### config.mk
export PLATFORM = sky130hd
export DESIGN_NAME = gpio_bank_ctrl
export DESIGN_NICKNAME = d
export VERILOG_FILES = /design/src/rtl/gpio_pkg.sv /design/src/rtl/gpio_sync.sv /design/src/rtl/gpio_port.sv /design/src/rtl/gpio_bank_ctrl.sv
export SDC_FILE = /design/constraint.sdc
export NUM_CORES = 1
export LEC_CHECK = 0
export CAP_MARGIN = 20
export CORE_AREA = 2 2 325 327
export DETAILED_ROUTE_END_ITERATION = 6
export DIE_AREA = 0 0 327 329
export DONT_BUFFER_PORTS = 1
export PLACE_DENSITY = 0.42
export SLEW_MARGIN = 20
export SYNTH_ARGS = -nofsm -noshare
export SYNTH_HDL_FRONTEND = slang
export SYNTH_SLANG_ARGS = --single-unit
### constraint.sdc
create_clock -name clk -period 2.5 [get_ports clk]
set_input_delay 0.375 -clock clk [delete_from_list [all_inputs] [get_ports clk]]
set_output_delay 0.375 -clock clk [all_outputs]
set_load 0.05 [all_outputs]
### src/rtl/gpio_pkg.sv
package gpio_pkg;
  typedef enum logic [2:0] {
    OFS_DIR  = 3'd0,
    OFS_MASK = 3'd1,
    OFS_MPIN = 3'd2,
    OFS_PORT = 3'd3,
    OFS_SET  = 3'd4,
    OFS_CLR  = 3'd5
  } reg_ofs_e;

  localparam int PORT_SPAN_BITS = 5;
endpackage

### src/rtl/gpio_sync.sv
module gpio_sync #(
  parameter int W = 16
) (
  input  logic         clk,
  input  logic         rst,
  input  logic [W-1:0] d,
  output logic [W-1:0] q
);
  logic [W-1:0] stage1;

  always_ff @(posedge clk) begin
    if (rst) begin
      stage1 <= '0;
      q      <= '0;
    end else begin
      stage1 <= d;
      q      <= stage1;
    end
  end
endmodule

### src/rtl/gpio_port.sv
module gpio_port
  import gpio_pkg::*;
#(
  parameter int PIN_W = 16
) (
  input  logic             clk,
  input  logic             rst,
  input  logic             wr_en,
  input  logic [2:0]       ofs,
  input  logic [PIN_W-1:0] wdata,
  input  logic [PIN_W-1:0] lane,
  input  logic [PIN_W-1:0] pin_sync,
  output logic [PIN_W-1:0] dir_q,
  output logic [PIN_W-1:0] out_q,
  output logic [PIN_W-1:0] rd_word
);
  logic [PIN_W-1:0] mask_q;
  logic [PIN_W-1:0] wbits;
  logic [PIN_W-1:0] free_bits;

  assign wbits     = wdata & lane;
  assign free_bits = lane & ~mask_q;

  always_ff @(posedge clk) begin
    if (rst) begin
      dir_q  <= '0;
      mask_q <= '0;
      out_q  <= '0;
    end else if (wr_en) begin
      case (ofs)
        OFS_DIR:  dir_q  <= (dir_q & ~lane) | wbits;
        OFS_MASK: mask_q <= (mask_q & ~lane) | wbits;
        OFS_MPIN: out_q  <= (out_q & ~free_bits) | (wdata & free_bits);
        OFS_PORT: out_q  <= (out_q & ~lane) | wbits;
        OFS_SET:  out_q  <= out_q | wbits;
        OFS_CLR:  out_q  <= out_q & ~wbits;
        default:  ;
      endcase
    end
  end

  always_comb begin
    case (ofs)
      OFS_DIR:  rd_word = dir_q;
      OFS_MASK: rd_word = mask_q;
      OFS_MPIN: rd_word = pin_sync & ~mask_q;
      OFS_PORT: rd_word = pin_sync;
      OFS_SET:  rd_word = out_q;
      OFS_CLR:  rd_word = out_q;
      default:  rd_word = '0;
    endcase
  end

  AST_DIR_HOLD: assert property (@(posedge clk) disable iff (rst)
    !(wr_en && ofs == OFS_DIR) |=> $stable(dir_q));

  AST_SET_ONLY_RAISES: assert property (@(posedge clk) disable iff (rst)
    (wr_en && ofs == OFS_SET) |=>
      ((out_q & $past(wbits)) == $past(wbits)) &&
      ((out_q & ~$past(wbits)) == ($past(out_q) & ~$past(wbits))));

  AST_CLR_ONLY_LOWERS: assert property (@(posedge clk) disable iff (rst)
    (wr_en && ofs == OFS_CLR) |=>
      ((out_q & $past(wbits)) == '0) &&
      ((out_q & ~$past(wbits)) == ($past(out_q) & ~$past(wbits))));

  AST_MASK_PROTECT: assert property (@(posedge clk) disable iff (rst)
    (wr_en && ofs == OFS_MPIN) |=>
      ((out_q & $past(mask_q)) == ($past(out_q) & $past(mask_q))));

  AST_IDLE_OUT_HOLD: assert property (@(posedge clk) disable iff (rst)
    !wr_en |=> $stable(out_q));
endmodule

### src/rtl/gpio_bank_ctrl.sv
module gpio_bank_ctrl
  import gpio_pkg::*;
#(
  parameter int NUM_PORTS = 8,
  parameter int PIN_W     = 16,
  parameter int ADDR_W    = 9,
  parameter int DATA_W    = 32
) (
  input  logic                       clk,
  input  logic                       rst,
  input  logic                       bus_sel,
  input  logic                       bus_wr,
  input  logic [ADDR_W-1:0]          bus_addr,
  input  logic [DATA_W-1:0]          bus_wdata,
  input  logic [DATA_W/8-1:0]        bus_be,
  output logic [DATA_W-1:0]          bus_rdata,
  output logic                       bus_rvalid,
  input  logic [NUM_PORTS*PIN_W-1:0] pin_in,
  output logic [NUM_PORTS*PIN_W-1:0] pin_out,
  output logic [NUM_PORTS*PIN_W-1:0] pin_oe,
  output logic [NUM_PORTS*PIN_W-1:0] pin_pu_en
);
  localparam int NPINS  = NUM_PORTS * PIN_W;
  localparam int IDX_W  = ADDR_W - PORT_SPAN_BITS;

  logic [IDX_W-1:0] port_idx;
  logic [2:0]       ofs;
  logic             port_hit;
  logic             ofs_hit;
  logic             hit;
  logic [PIN_W-1:0] lane;
  logic [NPINS-1:0] pin_sync;
  logic [PIN_W-1:0] rd_words [NUM_PORTS];
  logic [PIN_W-1:0] rd_sel;

  assign port_idx = bus_addr[ADDR_W-1:PORT_SPAN_BITS];
  assign ofs      = bus_addr[PORT_SPAN_BITS-1:2];
  assign port_hit = int'(port_idx) < NUM_PORTS;
  assign ofs_hit  = ofs <= 3'(OFS_CLR);
  assign hit      = port_hit && ofs_hit;

  always_comb begin
    for (int b = 0; b < PIN_W; b++) lane[b] = bus_be[b/8];
  end

  gpio_sync #(.W(NPINS)) i_sync (
    .clk (clk),
    .rst (rst),
    .d   (pin_in),
    .q   (pin_sync)
  );

  for (genvar p = 0; p < NUM_PORTS; p++) begin : g_port
    logic wr_en_p;
    assign wr_en_p = bus_sel && bus_wr && hit && (int'(port_idx) == p);

    gpio_port #(.PIN_W(PIN_W)) i_port (
      .clk      (clk),
      .rst      (rst),
      .wr_en    (wr_en_p),
      .ofs      (ofs),
      .wdata    (bus_wdata[PIN_W-1:0]),
      .lane     (lane),
      .pin_sync (pin_sync[p*PIN_W +: PIN_W]),
      .dir_q    (pin_oe[p*PIN_W +: PIN_W]),
      .out_q    (pin_out[p*PIN_W +: PIN_W]),
      .rd_word  (rd_words[p])
    );
  end

  always_comb begin
    rd_sel = '0;
    for (int p = 0; p < NUM_PORTS; p++)
      if (int'(port_idx) == p) rd_sel = rd_words[p];
  end

  always_ff @(posedge clk) begin
    if (rst) begin
      bus_rdata  <= '0;
      bus_rvalid <= 1'b0;
      pin_pu_en  <= '1;
    end else begin
      bus_rvalid <= bus_sel && !bus_wr;
      if (bus_sel && !bus_wr)
        bus_rdata <= hit ? {{(DATA_W-PIN_W){1'b0}}, rd_sel} : '0;
    end
  end

  AST_RVALID_AFTER_READ: assert property (@(posedge clk) disable iff (rst)
    bus_rvalid |-> $past(bus_sel && !bus_wr));

  AST_UNMAPPED_ZERO: assert property (@(posedge clk) disable iff (rst)
    (bus_sel && !bus_wr && !hit) |=> (bus_rdata == '0));

  AST_UPPER_ZERO: assert property (@(posedge clk) disable iff (rst)
    bus_rvalid |-> (bus_rdata[DATA_W-1:PIN_W] == '0));
endmodule

Word level (Yosys, flattened, before mapping) --
Index checks and enable logic that the tools add are counted.
Storage, ports and cells: bits in registers 673, output and inout bits 417, word-level logic and storage cells 231
Operators by class: eq/ne operators 12, bitwise operators 123, reduce and logical (&&, ||, !) cells 41, muxes and demuxes 25, $lt $le $gt $ge 2
Operators with widths (count):
- 16-bit AND | 65
- 16-bit bitwise OR | 40
- 16-bit case mux with 5 select lines | 8
- 16-bit case mux with 4 select lines | 8
- 16-bit inverter | 18
- 16-bit two-way mux | 9
- 2-bit AND reduction | 24
- 4-bit == test, second input constant | 4
- 1-bit logical AND | 12
- 4-bit by 3-bit == test with 1-bit output, second input constant | 2
- 3-bit by 2-bit == test with 1-bit output, second input constant | 2
- 3-bit == test, second input constant | 2
- 4-bit by 2-bit == test with 1-bit output, second input constant | 1
- 4-bit logical NOT | 1
- 4-bit < comparator, second input constant | 1
- 4-bit nonzero test | 1
- 3-bit by 1-bit == test with 1-bit output, second input constant | 1
- 3-bit less-or-equal comparator, second input constant | 1
- 3-bit logical NOT | 1
- 2-bit OR reduction | 1
- 1-bit logical NOT | 1

Logic depth before layout (Yosys ltp) --
word-level depth 12, gate-level depth with buffers 11, depth with buffers taken out 6

Cells and area by module --
Synthesis repeated with hierarchy kept, for this count alone.
Unflattened totals: cell total of the unflattened synthesis 4989, area total of the unflattened synthesis 36949.2 um2
By module, submodules not included:
- gpio_port | area an instance 3374.5 um2, instances 8, sequential area each 960.9 um2, cells each 504
- gpio_sync | area an instance 6864.1 um2, instances 1, sequential area each 5124.9 um2, cells each 540
- gpio_bank_ctrl | area an instance 3089.2 um2, instances 1, sequential area each 340.3 um2, cells each 417

Worst setup path after synthesis --
No wires, ideal clock.
path type input to register, start point input port bus_addr[2], end point register bus_rdata[11], setup slack 0.447 ns, setup time 0.117 ns, arrival time 1.936 ns, buffers on the path 3, data required time 2.383 ns, cell stages on the path 8, cell sequence buf_2 buf_2 buf_2 mux2i_1 o21ai_0 a2111oi_0 nand4_1 a32o_1
Between the ends: cells in the longest elaborated chain, start to end 12
Ends and longest elaborated chain:
- start: declaration | line gpio_bank_ctrl.sv:13 | input logic [ADDR_W-1:0] bus_addr,
- 3-bit == test | line gpio_port.sv:43 | case (ofs)
- 2-bit OR reduction (no source line)
- 16-bit case mux with 5 select lines | line gpio_port.sv:43
- 16-bit two-way mux (8 in series) | line gpio_bank_ctrl.sv:74 | if (int'(port_idx) == p) rd_sel = rd_words[p];
- 16-bit two-way mux (*) | line gpio_bank_ctrl.sv:85 | bus_rdata <= hit ? {{(DATA_W-PIN_W){1'b0}}, rd_sel} : '0;
- end signal: assignment | line gpio_bank_ctrl.sv:85
- end: declaration | line gpio_bank_ctrl.sv:16 | output logic [DATA_W-1:0] bus_rdata,
Mark *: on every way between the ends. The rest lies on a longest branch, timed or not. A chain may end at the register's enable or synchronous reset.

==> results.md <==
* Status: complete, no violations
* Wire per inst at 28.4 um
* Htree depth at 3
* Fin. max-slew vios at 0
* Mapped Cells at slightly below 4000
* GR Overflow Total at 0
* Drt via density at roughly 5.5
* Initial DRC count at ~3900
* Placed cell area at 34700 um2
* First-pass GRT wire length at 243000 um
* Setup_tns at 0 ns
* Gates resized, CTS repair at 0
* Netlist cell types at 80
* CTS Buffer Depth at 3
* Cell area after synthesis at 31000 um2
* Critical Path Start Type: primary input
* DRC Markers at 0
* Mux cell area share after synthesis at 3.32%
* Simple-gate area share of the yosys netlist at 17.8%
* Dpl hpwl at 111000 um
* Initial Util at a little under 30%
* Core footprint at 104000 um2
* Vias at approximately 34000
* Final setup viols at 0
* CTS Sinks at 657
* CTS Buf Count at 82
* Io pins at 594
* Worst clock skew at 0.0367 ns
* Peak VDD IR at 0.490 mV
* Hold slack at 0.0281 ns
* Largest net degree at the start of global routing at roughly 530
* Nature of the critical path endpoint: flop
* Clk slew on worst S/H paths at 0.06 ns
* Initial antenna violation count at 17
* Layout cells sized above 1 at 14.7%
* Met3 Usage GRT at 11.0%
* Pwr Density at 596 nW/um2
* Adder-cell share of the synthesized area at 0%
* Die Ht at 329 um
* Max Cap Viol at 0
* Fin util at 42.6%
* Gpl congestion at ~0.9
* Total power at about 27000 uW
* Required @ worst endpoint at around 3.1 ns
* Met1 Track Usage GR at 38.7%
* Async SR Flop Fraction at 0%
* Drt pass-1 iters at 6
* Total Wirelength at between 150000 and 200000 um
* XOR/XNOR share of the synthesized area at 0.0282%
* PortBufs at 0
* R2R Setup Slk at 0.09 ns
* Root Buffer: clkbuf_16
* EDFF count, synth at 0
* Largest family of logic cells by synthesized area: compound AO/OA/AOI/OAI gates
* Synth Area per Inst at 8.07 um2
* Fin nets at 4894
* DIE AREA at 108000 um2
* Syn. warnings at 0
* Max-slew headroom at 22.8%
* Setup bufs post-CTS at 0
* Fmax at 408 MHz
* GR Util All Layers at 31.3%
* Design area at 44500 um2
* Die width at 327 um
* Worst-path fanout max at around 230
* Final Cycle Share at 98.0%
* #FFs+latches synth at around 660
* Lkg Pwr at about 0.018 uW
* Top_reg_cell synth: dfxtp_1
* P&R area growth vs syn at 43.3%
* Crit Path Category: in2reg
* Worst EP arrival at 3.07 ns
* Hold-fix buffers, CTS at 661
* Worst Tran Pin Value at 1.15 ns
* Unrepaired setup endpoints after global routing: false
* Std cell rows at 119
* Grt peak-use layer: met2
* GRT met2 Usage at 48.8%
* Register area share after synthesis at 42.4%
* Routed Antenna Nets at 0
* Worst min-delay path class: in2reg
* Complex-gate fraction of the synthesized area at 27.7%
* Clock Latency Late Sink at around 0.69 ns
* Crit path time final at 2.45 ns
* CTS tree: built
* Vias in the first global route at 32000
* Final hold vios at 0
-- Yosys cell counts (8+ instances only) --
cell type	n	area, um2
nand4_1	10	62.6
and2_1	10	62.6
and3_1	23	144
nand3b_1	9	67.6
a2111oi_0	20	175
nand2b_1	13	81.3
nor3b_1	25	188
mux2i_1	103	1030
clkbuf_1	229	860
a21oi_1	498	2490
a22oi_1	12	90.1
a221o_1	19	190
a221oi_1	30	263
o31ai_1	8	60.1
o2bb2ai_1	31	272
inv_1	19	71.3
o21ai_1	17	85.1
nand2_1	412	1550
a211o_1	28	245
o32a_1	14	140
buf_2	93	465
or3b_2	8	70.1
dfxtp_1	657	13200
o22ai_1	26	163
a21o_1	8	60.1
buf_1	23	86.3
nor3_1	13	65.1
nor2_2	10	62.6
o21ai_0	513	2570
nand3_1	25	125
a32oi_1	24	210
a211oi_1	40	300
nor2_1	232	871
nor2b_1	295	1850
o32ai_1	10	87.6
buf_4	152	1140
o2111ai_1	50	438
o211ai_1	37	278
-- final timing paths --
| kind | endpoint | startpoint | cells after the start |
|---|---|---|---|
| worst min-delay path | flop | bus_wdata[10] | 3 |
| worst max-delay path | flop | bus_addr[4] | 9 |
| worst min register to register | i_sync.q[27] | i_sync.stage1[27] | 1 |
| worst max register to register | bus_rdata[11] | flop | 6 |
-- power by group --
| group | internal (uW) | switching [uW] | leakage, uW | total (uW) |
|---|---|---|---|---|
| clock network | 7670 | 5230 | 0.00142 | 12900 |
| logic | 924 | 1900 | 0.0109 | 2830 |
| registers | 10700 | 110 | 0.00535 | 10800 |
| total | 19300 | 7240 | 0.0176 | 26500 |
-- critical path, stage by stage --
cell           delay (ns)
nand2_1              0.14
and3_1               0.47
buf_4                0.23
nand2_1              0.07
buf_4                0.27
nor2_1               0.52
nand2_1              0.11
a21oi_1              0.15
dlygate4sd3_1        0.59
-- cells by family after synthesis --
kind of cell           Yosys count
multiplexers                   103
buffers and inverters          526
AO/OA/AOI/OAI                 1442
AND/OR/NAND/NOR               1117
other                            2
XOR/XNOR                         1
flip-flops                     657
-- layer usage --
metal | part of all wire [%] | vias up | routed length (um)
met5 | 0.023 | - | 41
met4 | 5.3 | 6 | 9300
met3 | 12 | 389 | 20500
met2 | 44 | 1803 | 77600
met1 | 39 | 16800 | 67900
li1 | - | 15100 | -
-- through the flow --
stage                     worst slack [ns]  instances
final                               0.0502       6181
after global routing               0.00304       6176
after CTS                            0.155       6176
after detailed placement            -0.144       5363
after global placement              -0.117       5363
after floorplan                      0.447       3990
-- layout make-up --
cell class | instances | area (um2)
Tap cell | 1391 | 1740
Clock buffer | 110 | 2380
Fill cell | 10700 | 59900
Clock inverter | 42 | 528
Multi-Input combinational cell | 2807 | 15800
Sequential cell | 657 | 13200
Timing Repair Buffer | 1147 | 10800
Inverter | 22 | 83.8
Antenna cell | 5 | 12.5
-- layout by cell type (no fill, tap or decap), types with 18 or more instances in the layout --
cell           instances
a2111oi_0             20
a211o_1               28
a211oi_1              40
a21oi_1              497
a221o_1               19
a221oi_1              30
a32oi_1               24
and3_1                23
buf_12                42
buf_4                459
clkbuf_16             84
clkbuf_8              18
conb_1               144
dfxtp_1              657
dlygate4sd3_1        643
inv_1                 18
mux2i_1              103
nand2_1              407
nand3_1               25
nor2_1               231
nor2b_1              294
nor3b_1               25
o2111ai_1             50
o211ai_1              37
o21ai_0              513
o22ai_1               26
o2bb2ai_1             31
Note: power is estimated with default switching activity, not from simulation.
